File: src/rtl/ebus_pkg.sv
package ebus_pkg;

    localparam int WAIT_W = 4;

    typedef enum logic [2:0] {
        ST_IDLE,
        ST_ADDR,
        ST_DELAY,
        ST_STROBE,
        ST_TURN,
        ST_HOLD
    } ebus_state_e;

    typedef enum logic [1:0] {
        AW_16 = 2'd0,
        AW_18 = 2'd1,
        AW_20 = 2'd2,
        AW_24 = 2'd3
    } ebus_aw_e;

    typedef struct packed {
        logic              mux;
        logic              wide;
        ebus_aw_e          aw;
        logic [WAIT_W-1:0] waits;
        logic              ale_long;
        logic              rw_delay;
        logic              turn;
        logic              rdy_en;
    } ebus_cfg_t;

    function automatic int aw_bits(ebus_aw_e code);
        int bits;
        unique case (code)
            AW_16:   bits = 16;
            AW_18:   bits = 18;
            AW_20:   bits = 20;
            default: bits = 24;
        endcase
        return bits;
    endfunction

endpackage

File: src/rtl/ebus_wait_ctr.sv
module ebus_wait_ctr #(
    parameter int CNT_W = 4
) (
    input  logic             clk,
    input  logic             rst_n,
    input  logic             load,
    input  logic [CNT_W-1:0] load_val,
    input  logic             dec,
    output logic             zero
);

    logic [CNT_W-1:0] cnt_q;

    always_ff @(posedge clk or negedge rst_n) begin
        if (!rst_n) begin
            cnt_q <= '0;
        end else if (load) begin
            cnt_q <= load_val;
        end else if (dec && (cnt_q != '0)) begin
            cnt_q <= cnt_q - 1'b1;
        end
    end

    assign zero = (cnt_q == '0);

endmodule

File: src/rtl/ebus_addr_map.sv
module ebus_addr_map
    import ebus_pkg::*;
#(
    parameter int ADDR_W = 24,
    parameter int DATA_W = 16
) (
    input  ebus_cfg_t          cfg,
    input  logic [ADDR_W-1:0]  addr,
    input  logic               byte_acc,
    input  logic [DATA_W-1:0]  wdata,
    input  logic [DATA_W-1:0]  ad_in,
    output logic [ADDR_W-1:0]  addr_masked,
    output logic               upper_lane,
    output logic [DATA_W-1:0]  wlane,
    output logic [DATA_W-1:0]  rlane
);

    localparam int BYTE_W = 8;
    localparam int HI_W   = DATA_W - BYTE_W;

    for (genvar i = 0; i < ADDR_W; i++) begin : g_mask
        assign addr_masked[i] = addr[i] & (i < aw_bits(cfg.aw));
    end

    assign upper_lane = cfg.wide && (!byte_acc || addr[0]);

    always_comb begin
        if (!cfg.wide) begin
            wlane = {{HI_W{1'b0}}, wdata[BYTE_W-1:0]};
        end else if (byte_acc) begin
            wlane = {wdata[BYTE_W-1:0], wdata[BYTE_W-1:0]};
        end else begin
            wlane = wdata;
        end
    end

    always_comb begin
        if (!cfg.wide) begin
            rlane = {{HI_W{1'b0}}, ad_in[BYTE_W-1:0]};
        end else if (byte_acc && addr[0]) begin
            rlane = {{HI_W{1'b0}}, ad_in[DATA_W-1 -: BYTE_W]};
        end else if (byte_acc) begin
            rlane = {{HI_W{1'b0}}, ad_in[BYTE_W-1:0]};
        end else begin
            rlane = ad_in;
        end
    end

endmodule

File: src/rtl/ebus_fsm.sv
module ebus_fsm
    import ebus_pkg::*;
#(
    parameter int ADDR_W = 24,
    parameter int DATA_W = 16
) (
    input  logic                  clk,
    input  logic                  rst_n,
    input  logic                  req_valid,
    input  logic                  req_write,
    input  logic                  req_byte,
    input  logic [ADDR_W-1:0]     req_addr,
    input  logic [DATA_W-1:0]     req_wdata,
    input  ebus_cfg_t             cfg_in,
    input  logic                  hold_req,
    input  logic                  bus_ready,
    input  logic                  wait_zero,
    input  logic [ADDR_W-1:0]     addr_masked,
    input  logic                  upper_lane,
    input  logic [DATA_W-1:0]     wlane,
    input  logic [DATA_W-1:0]     rlane,
    output ebus_cfg_t             cfg_q,
    output logic [ADDR_W-1:0]     addr_q,
    output logic                  byte_q,
    output logic [DATA_W-1:0]     wdata_q,
    output logic                  wait_load,
    output logic                  wait_dec,
    output logic                  req_ready,
    output logic                  rsp_done,
    output logic [DATA_W-1:0]     rsp_rdata,
    output logic [ADDR_W-1:0]     bus_addr,
    output logic                  bus_addr_oe,
    output logic [DATA_W-1:0]     bus_ad_out,
    output logic [DATA_W/8-1:0]   bus_ad_oe,
    output logic                  bus_ale,
    output logic                  bus_rd_n,
    output logic                  bus_wr_n,
    output logic                  bus_bhe_n,
    output logic                  bus_strb_oe,
    output logic                  hold_ack
);

    localparam int LANES = DATA_W / 8;

    ebus_state_e state_q, state_d;
    logic        ale_second_q;
    logic        write_q;
    logic        accept;
    logic        finish;
    logic [LANES-1:0] data_lanes;

    assign accept = (state_q == ST_IDLE) && !hold_req && req_valid;
    assign finish = (state_q == ST_STROBE) && wait_zero && (!cfg_q.rdy_en || bus_ready);

    assign wait_load = accept;
    assign wait_dec  = (state_q == ST_STROBE) && !wait_zero;

    // state register
    always_ff @(posedge clk or negedge rst_n) begin
        if (!rst_n) begin
            state_q <= ST_IDLE;
        end else begin
            state_q <= state_d;
        end
    end

    // second ALE clock marker
    always_ff @(posedge clk or negedge rst_n) begin
        if (!rst_n) begin
            ale_second_q <= 1'b0;
        end else begin
            ale_second_q <= (state_q == ST_ADDR);
        end
    end

    // next state
    always_comb begin
        state_d = state_q;
        unique case (state_q)
            ST_IDLE: begin
                if (hold_req) begin
                    state_d = ST_HOLD;
                end else if (req_valid) begin
                    state_d = ST_ADDR;
                end
            end
            ST_ADDR: begin
                if (!(cfg_q.ale_long && !ale_second_q)) begin
                    state_d = cfg_q.rw_delay ? ST_DELAY : ST_STROBE;
                end
            end
            ST_DELAY: state_d = ST_STROBE;
            ST_STROBE: begin
                if (finish) begin
                    state_d = (!write_q && cfg_q.turn) ? ST_TURN : ST_IDLE;
                end
            end
            ST_TURN: state_d = ST_IDLE;
            ST_HOLD: begin
                if (!hold_req) begin
                    state_d = ST_IDLE;
                end
            end
            default: state_d = ST_IDLE;
        endcase
    end

    // request and configuration capture
    always_ff @(posedge clk or negedge rst_n) begin
        if (!rst_n) begin
            cfg_q   <= '0;
            addr_q  <= '0;
            byte_q  <= 1'b0;
            wdata_q <= '0;
            write_q <= 1'b0;
        end else if (accept) begin
            cfg_q   <= cfg_in;
            addr_q  <= req_addr;
            byte_q  <= req_byte;
            wdata_q <= req_wdata;
            write_q <= req_write;
        end
    end

    // completion pulse and read data
    always_ff @(posedge clk or negedge rst_n) begin
        if (!rst_n) begin
            rsp_done  <= 1'b0;
            rsp_rdata <= '0;
        end else begin
            rsp_done <= finish;
            if (finish && !write_q) begin
                rsp_rdata <= rlane;
            end
        end
    end

    assign data_lanes = cfg_q.wide ? {LANES{1'b1}} : {{(LANES-1){1'b0}}, 1'b1};
    assign bus_addr   = addr_masked;
    assign req_ready  = (state_q == ST_IDLE) && !hold_req;

    // bus outputs
    always_comb begin
        bus_ale     = 1'b0;
        bus_rd_n    = 1'b1;
        bus_wr_n    = 1'b1;
        bus_bhe_n   = 1'b1;
        bus_addr_oe = 1'b1;
        bus_strb_oe = 1'b1;
        bus_ad_oe   = '0;
        bus_ad_out  = wlane;
        hold_ack    = 1'b0;
        unique case (state_q)
            ST_IDLE: ;
            ST_ADDR: begin
                bus_ale   = 1'b1;
                bus_bhe_n = !upper_lane;
                if (cfg_q.mux) begin
                    bus_ad_oe  = {LANES{1'b1}};
                    bus_ad_out = addr_masked[DATA_W-1:0];
                end
            end
            ST_DELAY: begin
                bus_bhe_n = !upper_lane;
                if (write_q) begin
                    bus_ad_oe = data_lanes;
                end
            end
            ST_STROBE: begin
                bus_bhe_n = !upper_lane;
                bus_rd_n  = write_q;
                bus_wr_n  = !write_q;
                if (write_q) begin
                    bus_ad_oe = data_lanes;
                end
            end
            ST_TURN: ;
            ST_HOLD: begin
                bus_addr_oe = 1'b0;
                bus_strb_oe = 1'b0;
                hold_ack    = 1'b1;
            end
            default: ;
        endcase
    end

endmodule

File: src/rtl/ebus_seq_top.sv
module ebus_seq_top
    import ebus_pkg::*;
#(
    parameter int ADDR_W = 24,
    parameter int DATA_W = 16
) (
    input  logic                 clk,
    input  logic                 rst_n,
    input  logic                 req_valid,
    output logic                 req_ready,
    input  logic                 req_write,
    input  logic                 req_byte,
    input  logic [ADDR_W-1:0]    req_addr,
    input  logic [DATA_W-1:0]    req_wdata,
    output logic                 rsp_done,
    output logic [DATA_W-1:0]    rsp_rdata,
    input  logic                 cfg_mux,
    input  logic                 cfg_wide,
    input  logic [1:0]           cfg_aw,
    input  logic [WAIT_W-1:0]    cfg_waits,
    input  logic                 cfg_ale_long,
    input  logic                 cfg_rw_delay,
    input  logic                 cfg_turn,
    input  logic                 cfg_rdy_en,
    output logic [ADDR_W-1:0]    bus_addr,
    output logic                 bus_addr_oe,
    output logic [DATA_W-1:0]    bus_ad_out,
    input  logic [DATA_W-1:0]    bus_ad_in,
    output logic [DATA_W/8-1:0]  bus_ad_oe,
    output logic                 bus_ale,
    output logic                 bus_rd_n,
    output logic                 bus_wr_n,
    output logic                 bus_bhe_n,
    output logic                 bus_strb_oe,
    input  logic                 bus_ready,
    input  logic                 hold_req,
    output logic                 hold_ack
);

    ebus_cfg_t         cfg_in, cfg_q;
    logic [ADDR_W-1:0] addr_q, addr_masked;
    logic [DATA_W-1:0] wdata_q, wlane, rlane;
    logic              byte_q, upper_lane;
    logic              wait_load, wait_dec, wait_zero;

    always_comb begin
        cfg_in.mux      = cfg_mux;
        cfg_in.wide     = cfg_wide;
        cfg_in.aw       = ebus_aw_e'(cfg_aw);
        cfg_in.waits    = cfg_waits;
        cfg_in.ale_long = cfg_ale_long;
        cfg_in.rw_delay = cfg_rw_delay;
        cfg_in.turn     = cfg_turn;
        cfg_in.rdy_en   = cfg_rdy_en;
    end

    ebus_fsm #(.ADDR_W(ADDR_W), .DATA_W(DATA_W)) fsm_i (
        .clk         (clk),
        .rst_n       (rst_n),
        .req_valid   (req_valid),
        .req_write   (req_write),
        .req_byte    (req_byte),
        .req_addr    (req_addr),
        .req_wdata   (req_wdata),
        .cfg_in      (cfg_in),
        .hold_req    (hold_req),
        .bus_ready   (bus_ready),
        .wait_zero   (wait_zero),
        .addr_masked (addr_masked),
        .upper_lane  (upper_lane),
        .wlane       (wlane),
        .rlane       (rlane),
        .cfg_q       (cfg_q),
        .addr_q      (addr_q),
        .byte_q      (byte_q),
        .wdata_q     (wdata_q),
        .wait_load   (wait_load),
        .wait_dec    (wait_dec),
        .req_ready   (req_ready),
        .rsp_done    (rsp_done),
        .rsp_rdata   (rsp_rdata),
        .bus_addr    (bus_addr),
        .bus_addr_oe (bus_addr_oe),
        .bus_ad_out  (bus_ad_out),
        .bus_ad_oe   (bus_ad_oe),
        .bus_ale     (bus_ale),
        .bus_rd_n    (bus_rd_n),
        .bus_wr_n    (bus_wr_n),
        .bus_bhe_n   (bus_bhe_n),
        .bus_strb_oe (bus_strb_oe),
        .hold_ack    (hold_ack)
    );

    ebus_addr_map #(.ADDR_W(ADDR_W), .DATA_W(DATA_W)) map_i (
        .cfg         (cfg_q),
        .addr        (addr_q),
        .byte_acc    (byte_q),
        .wdata       (wdata_q),
        .ad_in       (bus_ad_in),
        .addr_masked (addr_masked),
        .upper_lane  (upper_lane),
        .wlane       (wlane),
        .rlane       (rlane)
    );

    ebus_wait_ctr #(.CNT_W(WAIT_W)) wait_i (
        .clk      (clk),
        .rst_n    (rst_n),
        .load     (wait_load),
        .load_val (cfg_in.waits),
        .dec      (wait_dec),
        .zero     (wait_zero)
    );

endmodule

File: config.mk
export PLATFORM = sky130hd
export DESIGN_NAME = ebus_seq_top
export DESIGN_NICKNAME = d
export VERILOG_FILES = /design/src/rtl/ebus_pkg.sv /design/src/rtl/ebus_wait_ctr.sv /design/src/rtl/ebus_addr_map.sv /design/src/rtl/ebus_fsm.sv /design/src/rtl/ebus_seq_top.sv
export SDC_FILE = /design/constraint.sdc
export NUM_CORES = 1
export LEC_CHECK = 0
export BUFFER_PORTS_ARGS = -buffer_cell sky130_fd_sc_hd__buf_2
export CAP_MARGIN = 30
export CORE_ASPECT_RATIO = 1.75
export CORE_MARGIN = 4
export CORE_UTILIZATION = 40
export CTS_CLUSTER_DIAMETER = 100
export DETAILED_ROUTE_END_ITERATION = 16
export PLACE_DENSITY_LB_ADDON = 0.12
export SLEW_MARGIN = 20
export SYNTH_ARGS = -nofsm -noshare
export SYNTH_HDL_FRONTEND = slang
export SYNTH_SLANG_ARGS = --single-unit
File: constraint.sdc
create_clock -name clk -period 2.85 [get_ports clk]
set_clock_uncertainty 0.15 [all_clocks]
set_input_delay 0.57 -clock clk [delete_from_list [all_inputs] [get_ports clk]]
set_output_delay 0.57 -clock clk [all_outputs]
set_load 0.02 [all_outputs]
==> metrics, run 1 <==
status=finished clean; post-CTS setup buffers=0; First-pass DRT Iterations=6; GPL Wtd Cong=0.812; Yosys reg bits=75; M2 GR Usage=0.312; Top Usage Layer GRT=met2; Die Ht=135 µm; DRC=0; CP Launch Type=flop; Initial DRC Count=76; commonest non-fill, non-tap cells in the layout=nand2_1, buf_2, dfrtp_1; Fin Setup TNS=0 ns; total track usage=0.179; EDFF count, synth=0; GR Layer Usage met1=0.215; die width=80.8 µm; fin crit share=0.954; Worst R2R Path Depth=6; Synth top area share=0.506; Worst Path Class, Setup=flop to output port; Worst-Margin Slew=0.673 ns; ys flop type=dfrtp_1; Arrival @ worst endpoint=2.00 ns; Netlist cell types=38; maximum root-to-sink buffer count=2; hold bufs inserted after CTS=0; CTS Buf Count=9; clock slew at reported path FFs=0.06 ns; TritonCTS clock tree=done; Tmin final=2.72 ns; final setup fails=0; Required @ worst endpoint=2.13 ns; number of I/O port buffers=141; Post-DP HPWL=6990 µm; WL final=9300 µm; wire per inst=14.3 µm; Max Fanout on Critical Path=26; Routed Antenna Nets=0; Mapped Area=3710 µm²; share of layout cells above drive strength 1=0.380; Mapped Nets=480; first-pass GRT wire length=15000 µm; NumNets Final=603; post-synth top area cell=dfrtp_1; LEAKAGE=2.54 nW; Final Slew Violations=0; row count=46; antenna cells=0; largest net degree at the start of global routing=49; grt ovf=0; Synth-to-Final Area Change=26.0%; DP Area=4390 µm²; CTS resizes=0; core box area=9040 µm²; Vias/cell=4.77; average size of a mapped cell=9.19 µm²; commonest non-fill, non-tap cell in the layout=nand2_1; min-delay worst type=primary input to async pin; Peak VDD IR=0.567 mV; DR vias=3104; YS warnings=0; Clk Latency, worst-skew pair=0.32 ns; Worst Setup End Kind=output port; post-synthesis sequential area ratio=0.506; vias in the first global route=3164; ranking of synthesized cells by area=dfrtp_1, nand2_1, mux2_2; unrepaired setup endpoints after global routing=no; Async SR Flop Fraction=1.00; Top Ports=142; max-cap violation count=0; M3 GR Usage=0.0393; Die Area=10900 µm²; Final Hold Violating Endpoints=0; initial antenna violation count=0; clock sinks=75; Pwr Density=1110 nW/µm²; final instance area=4670 µm²; Slew HR=0.546; Fmax achieved=0.368 GHz; Root Driver=clkbuf_16; fillers=901; H-Tree Depth=3; Initial Util=0.411; Cells after Synth=404
==> registers in the layout (all words and copies together) (netlist names) <==
signal,cells
fsm_i.write_q,1
fsm_i.ale_second_q,1
fsm_i.wdata_q,16
fsm_i.byte_q,1
fsm_i.rsp_rdata,16
fsm_i.addr_q,24
wait_i.cnt_q,4
fsm_i.state_q,3
fsm_i.rsp_done,1
fsm_i.cfg_q,8
==> worst max-delay path: stages, from the launching register on <==
cell and delay, ns:
dfrtp_1 0.38, nor3b_1 0.30, and2_1 0.18, buf_4 0.28
mux2_2 0.38, buf_2 0.16
==> logic make-up after synthesis <==
logic type | count (synthesis) | synth area share
buf+inv | 54 | 0.0860
simple gates | 204 | 0.232
xor+xnor | 1 | 0.00236
compound gates | 28 | 0.0492
fa+ha+maj | 1 | 0.00337
flops | 75 | 0.506
mux | 41 | 0.122
==> power by group <==
part | internal (W) | leakage [nW] | switching [W] | total (W)
Combinational | 0.000905 | 1.45 | 0.00131 | 0.00221
Clock | 0.000653 | 0.141 | 0.000405 | 0.00106
Sequential | 0.00155 | 0.945 | 0.000372 | 0.00193
Total | 0.00311 | 2.54 | 0.00208 | 0.00520
==> path summary, 6_finish.rpt <==
check / from / endpoint / slack [ns]
max: fsm_i.state_q[2]$_DFFE_PN0P_ / bus_ad_out[4] / 0.13
min: rst_n / fsm_i.rsp_rdata[15]$_DFFE_PN0P_ / 0.02
max reg2reg: wait_i.cnt_q[0]$_DFFE_PN0P_ / fsm_i.rsp_rdata[4]$_DFFE_PN0P_ / 0.49
min reg2reg: fsm_i.state_q[1]$_DFFE_PN0P_ / fsm_i.ale_second_q$_DFF_PN0_ / 0.30
max in group asynchronous: rst_n / fsm_i.rsp_rdata[1]$_DFFE_PN0P_ / 1.94
min in group clk: req_addr[9] / fsm_i.addr_q[9]$_DFFE_PN0P_ / 0.28
==> per-stage QoR <==
step	setup slack, ns	util	total power (W)	cells	hold WS (ns)
2_1_floorplan	0.134	-	0.00358	404	0.124
3_3_place_gp	0.475	0.486	0.00414	636	0.283
3_5_place_dp	0.427	0.486	0.00419	636	0.296
4_1_cts	0.107	0.517	0.00527	651	0.0308
5_1_grt	0.0462	0.517	0.00559	651	0.0524
6_report	0.130	0.517	0.00520	651	0.0228
==> Yosys cell counts, types with 2 or more instances <==
master    instances
nand2_1         173
dfrtp_1          75
mux2_2           32
buf_4            25
inv_1            16
o21ai_0          14
mux2i_1           8
buf_2             6
and2_1            5
and3_1            5
nor2_1            5
clkbuf_1          4
a21oi_1           3
a221o_1           3
nor3b_1           3
buf_6             2
nor2b_1           2
o21a_1            2
or2_1             2
==> cell type report <==
type / count / area (µm²) / area share
Sequential cell: 75 / 1880 / 0.401
Multi-Input combinational cell: 275 / 1520 / 0.325
Timing Repair Buffer: 150 / 788 / 0.169
Clock buffer: 13 / 270 / 0.0578
Tap cell: 120 / 150 / 0.0321
Inverter: 16 / 60.1 / 0.0128
Clock inverter: 2 / 10.0 / 0.00214
==> per-layer routing <==
metal / vias up / wire, µm / share of wire
met5: - / 0 / 0
met4: 0 / 136 / 0.015
met3: 8 / 603 / 0.065
met2: 103 / 4890 / 0.53
met1: 1471 / 3680 / 0.40
li1: 1522 / - / -
(Power assumes the default switching activity.)
==> run 2, diff against run 1 <==
Settings changed: BUFFER_PORTS_ARGS -buffer_cell sky130_fd_sc_hd__buf_2 to unset, CORE_UTILIZATION 40 to 31, DONT_BUFFER_PORTS set to 1.
==> run 2 against run 1 <==
Net effect:
- power is 2.7% lower
- final area is 12% lower
- global-route usage down 4.2 points
- worst setup slack gained 0.035 ns
- flip-flop and latch count unchanged
- hold slack improved by 0.17 ns
- critical path type unchanged
- critical endpoint is now bus_ad_out[6]
- largest cell class unchanged
- largest power group is now registers
==> metrics, run 2 (same netlist as run 1, synthesis figures left out) <==
status=finished clean; max reg flops=24; DR vias=2560; Worst Path Class, Setup=flop to output port; Slew HR=0.562; unrepaired setup endpoints after global routing=no; CTS resizes=0; commonest non-fill, non-tap cell in the layout=nand2_1; Psw=0.00205 W; first-pass GRT wire length=15100 µm; die width=90.7 µm; area occupied by multi-input gates=1520 µm²; TritonCTS clock tree=done; crit-path cells=nor3b_1 > and2_1 > buf_4 > mux2_2; switching share of power=0.406; Worst path top cell family by delay=simple AND/OR/NAND/NOR gates; antenna cells=0; clock slew at reported path FFs=0.06 ns; Reg area=1880 µm²; placed insts=517; Peak VDD IR=0.430 mV; clock sinks=75; NumNets Final=471; sequential power share=0.440; share of layout cells above drive strength 1=0.178; Vias/cell=4.79; clock share of power=0.240; combinational share of power=0.320; WL final=9370 µm; fin cells=535; fin crit share=0.942; core box area=11600 µm²; CTS Buf Count=9; Post-DP HPWL=6750 µm; initial antenna violation count=0; min-delay worst type=primary input to flop; Worst Setup End Kind=output port; Fin Setup TNS=0 ns; Top Ports=142; Initial Util=0.319; H-Tree Depth=3; fillers=1180; row count=52; Pint=0.00300 W; final setup fails=0; CP max stage delay=0.45 ns; final worst slack=0.166 ns; DP Area=3760 µm²; First-pass DRT Iterations=4; number of I/O port buffers=0; wire per inst=17.5 µm; DRC=0; Worst-Margin Slew=0.650 ns; max-cap violation count=0; DP Worst Slack=0.431 ns; Arrival @ worst endpoint=1.96 ns; CP Launch Type=flop; total track usage=0.138; Final Hold Violating Endpoints=0; Initial DRC Count=108; Clk Latency, worst-skew pair=0.32 ns; GPL Wtd Cong=0.717; commonest non-fill, non-tap cells in the layout=nand2_1, dfrtp_1, mux2_2; Max Fanout on Critical Path=26; worst hold slack=0.196 ns; Synth-to-Final Area Change=10.8%; Pwr Density=1230 nW/µm²; grt ovf=0; maximum root-to-sink buffer count=2; LEAKAGE=2.00 nW; Die Area=13900 µm²; CP bufs+invs=1; register with the most flip-flops=fsm_i.addr_q; Die Ht=153 µm; largest net degree at the start of global routing=76; slowest stage cell, crit path=dfrtp_1; final instance area=4110 µm²; Required @ worst endpoint=2.13 ns; Root Driver=clkbuf_16; Tmin final=2.68 ns; vias in the first global route=2684; biggest regs=fsm_i.addr_q: 24 flops, fsm_i.rsp_rdata: 16 flops, fsm_i.wdata_q: 16 flops; Fmax achieved=0.373 GHz; Routed Antenna Nets=0; post-CTS setup buffers=0; Final Slew Violations=0
-- run 2: cell types whose count changed in the layout (fill, tap and decap cells not counted) --
cell / change
buf_16: +1
clkbuf_1: -1
buf_4: +6
clkinv_2: +1
buf_2: -140
clkinv_4: +2
dlygate4sd3_1: +1
clkbuf_8: -3
bufinv_16: +2
-- run 2: area by class of cell --
type,count,share of cell area
tap,135,0.0411
sequential,75,0.456
clock inverter,7,0.0225
inverter,16,0.0146
timing repair buffer,18,0.0414
multi-input combinational,275,0.369
clock buffer,9,0.0548
-- run 2: path summary, 6_finish.rpt --
path,start,to,slack (ns),depth (start not counted)
max in group asynchronous,rst_n,fsm_i.rsp_rdata[8]$_DFFE_PN0P_,1.55,2
min,req_addr[19],fsm_i.addr_q[19]$_DFFE_PN0P_,0.20,2
min in group asynchronous,rst_n,fsm_i.addr_q[23]$_DFFE_PN0P_,0.65,2
min reg2reg,fsm_i.addr_q[19]$_DFFE_PN0P_,fsm_i.addr_q[19]$_DFFE_PN0P_,0.32,2
max,fsm_i.state_q[2]$_DFFE_PN0P_,bus_ad_out[6],0.17,4
max reg2reg,wait_i.cnt_q[0]$_DFFE_PN0P_,fsm_i.rsp_rdata[0]$_DFFE_PN0P_,0.50,6
-- run 2: worst register-to-register path, stage by stage (launching register included) --
cell     delay [ns]
dfrtp_1        0.40
inv_1          0.07
ha_1           0.15
nor3b_1        0.23
o21ai_0        0.30
nor2_4         0.54
mux2_2         0.40
-- run 2: timing repair --
item	in CTS	in global routing
endpoints found under the hold margin	75	20
setup endpoints to repair	0	0
hold buffers	1	1
-- run 2: power by group through the flow --
stage / Combinational, W / Clock (W) / Sequential [W]
after global routing: 0.00182 / 0.00131 / 0.00230
after CTS: 0.00165 / 0.00126 / 0.00224
after global placement: 0.00159 / 0 / 0.00226
after floorplan: 0.00165 / 0 / 0.00193
after detailed placement: 0.00162 / 0 / 0.00226
final: 0.00162 / 0.00121 / 0.00223
-- run 2: metrics by stage --
step                power [W]  utilization
CTS                   0.00515        0.352
floorplan             0.00358            -
detailed placement    0.00388        0.323
global route          0.00544        0.353
finish                0.00506        0.353
global placement      0.00386        0.323
-- run 2: routing by layer --
layer | up-vias | track usage | routed length [µm] | part of all wire
met5 | - | 0 | 0 | 0
met2 | 91 | 0.240 | 4910 | 0.52
met3 | 8 | 0.0366 | 556 | 0.059
met1 | 1204 | 0.164 | 3790 | 0.40
met4 | 0 | 0.0424 | 110 | 0.012
li1 | 1257 | - | - | -
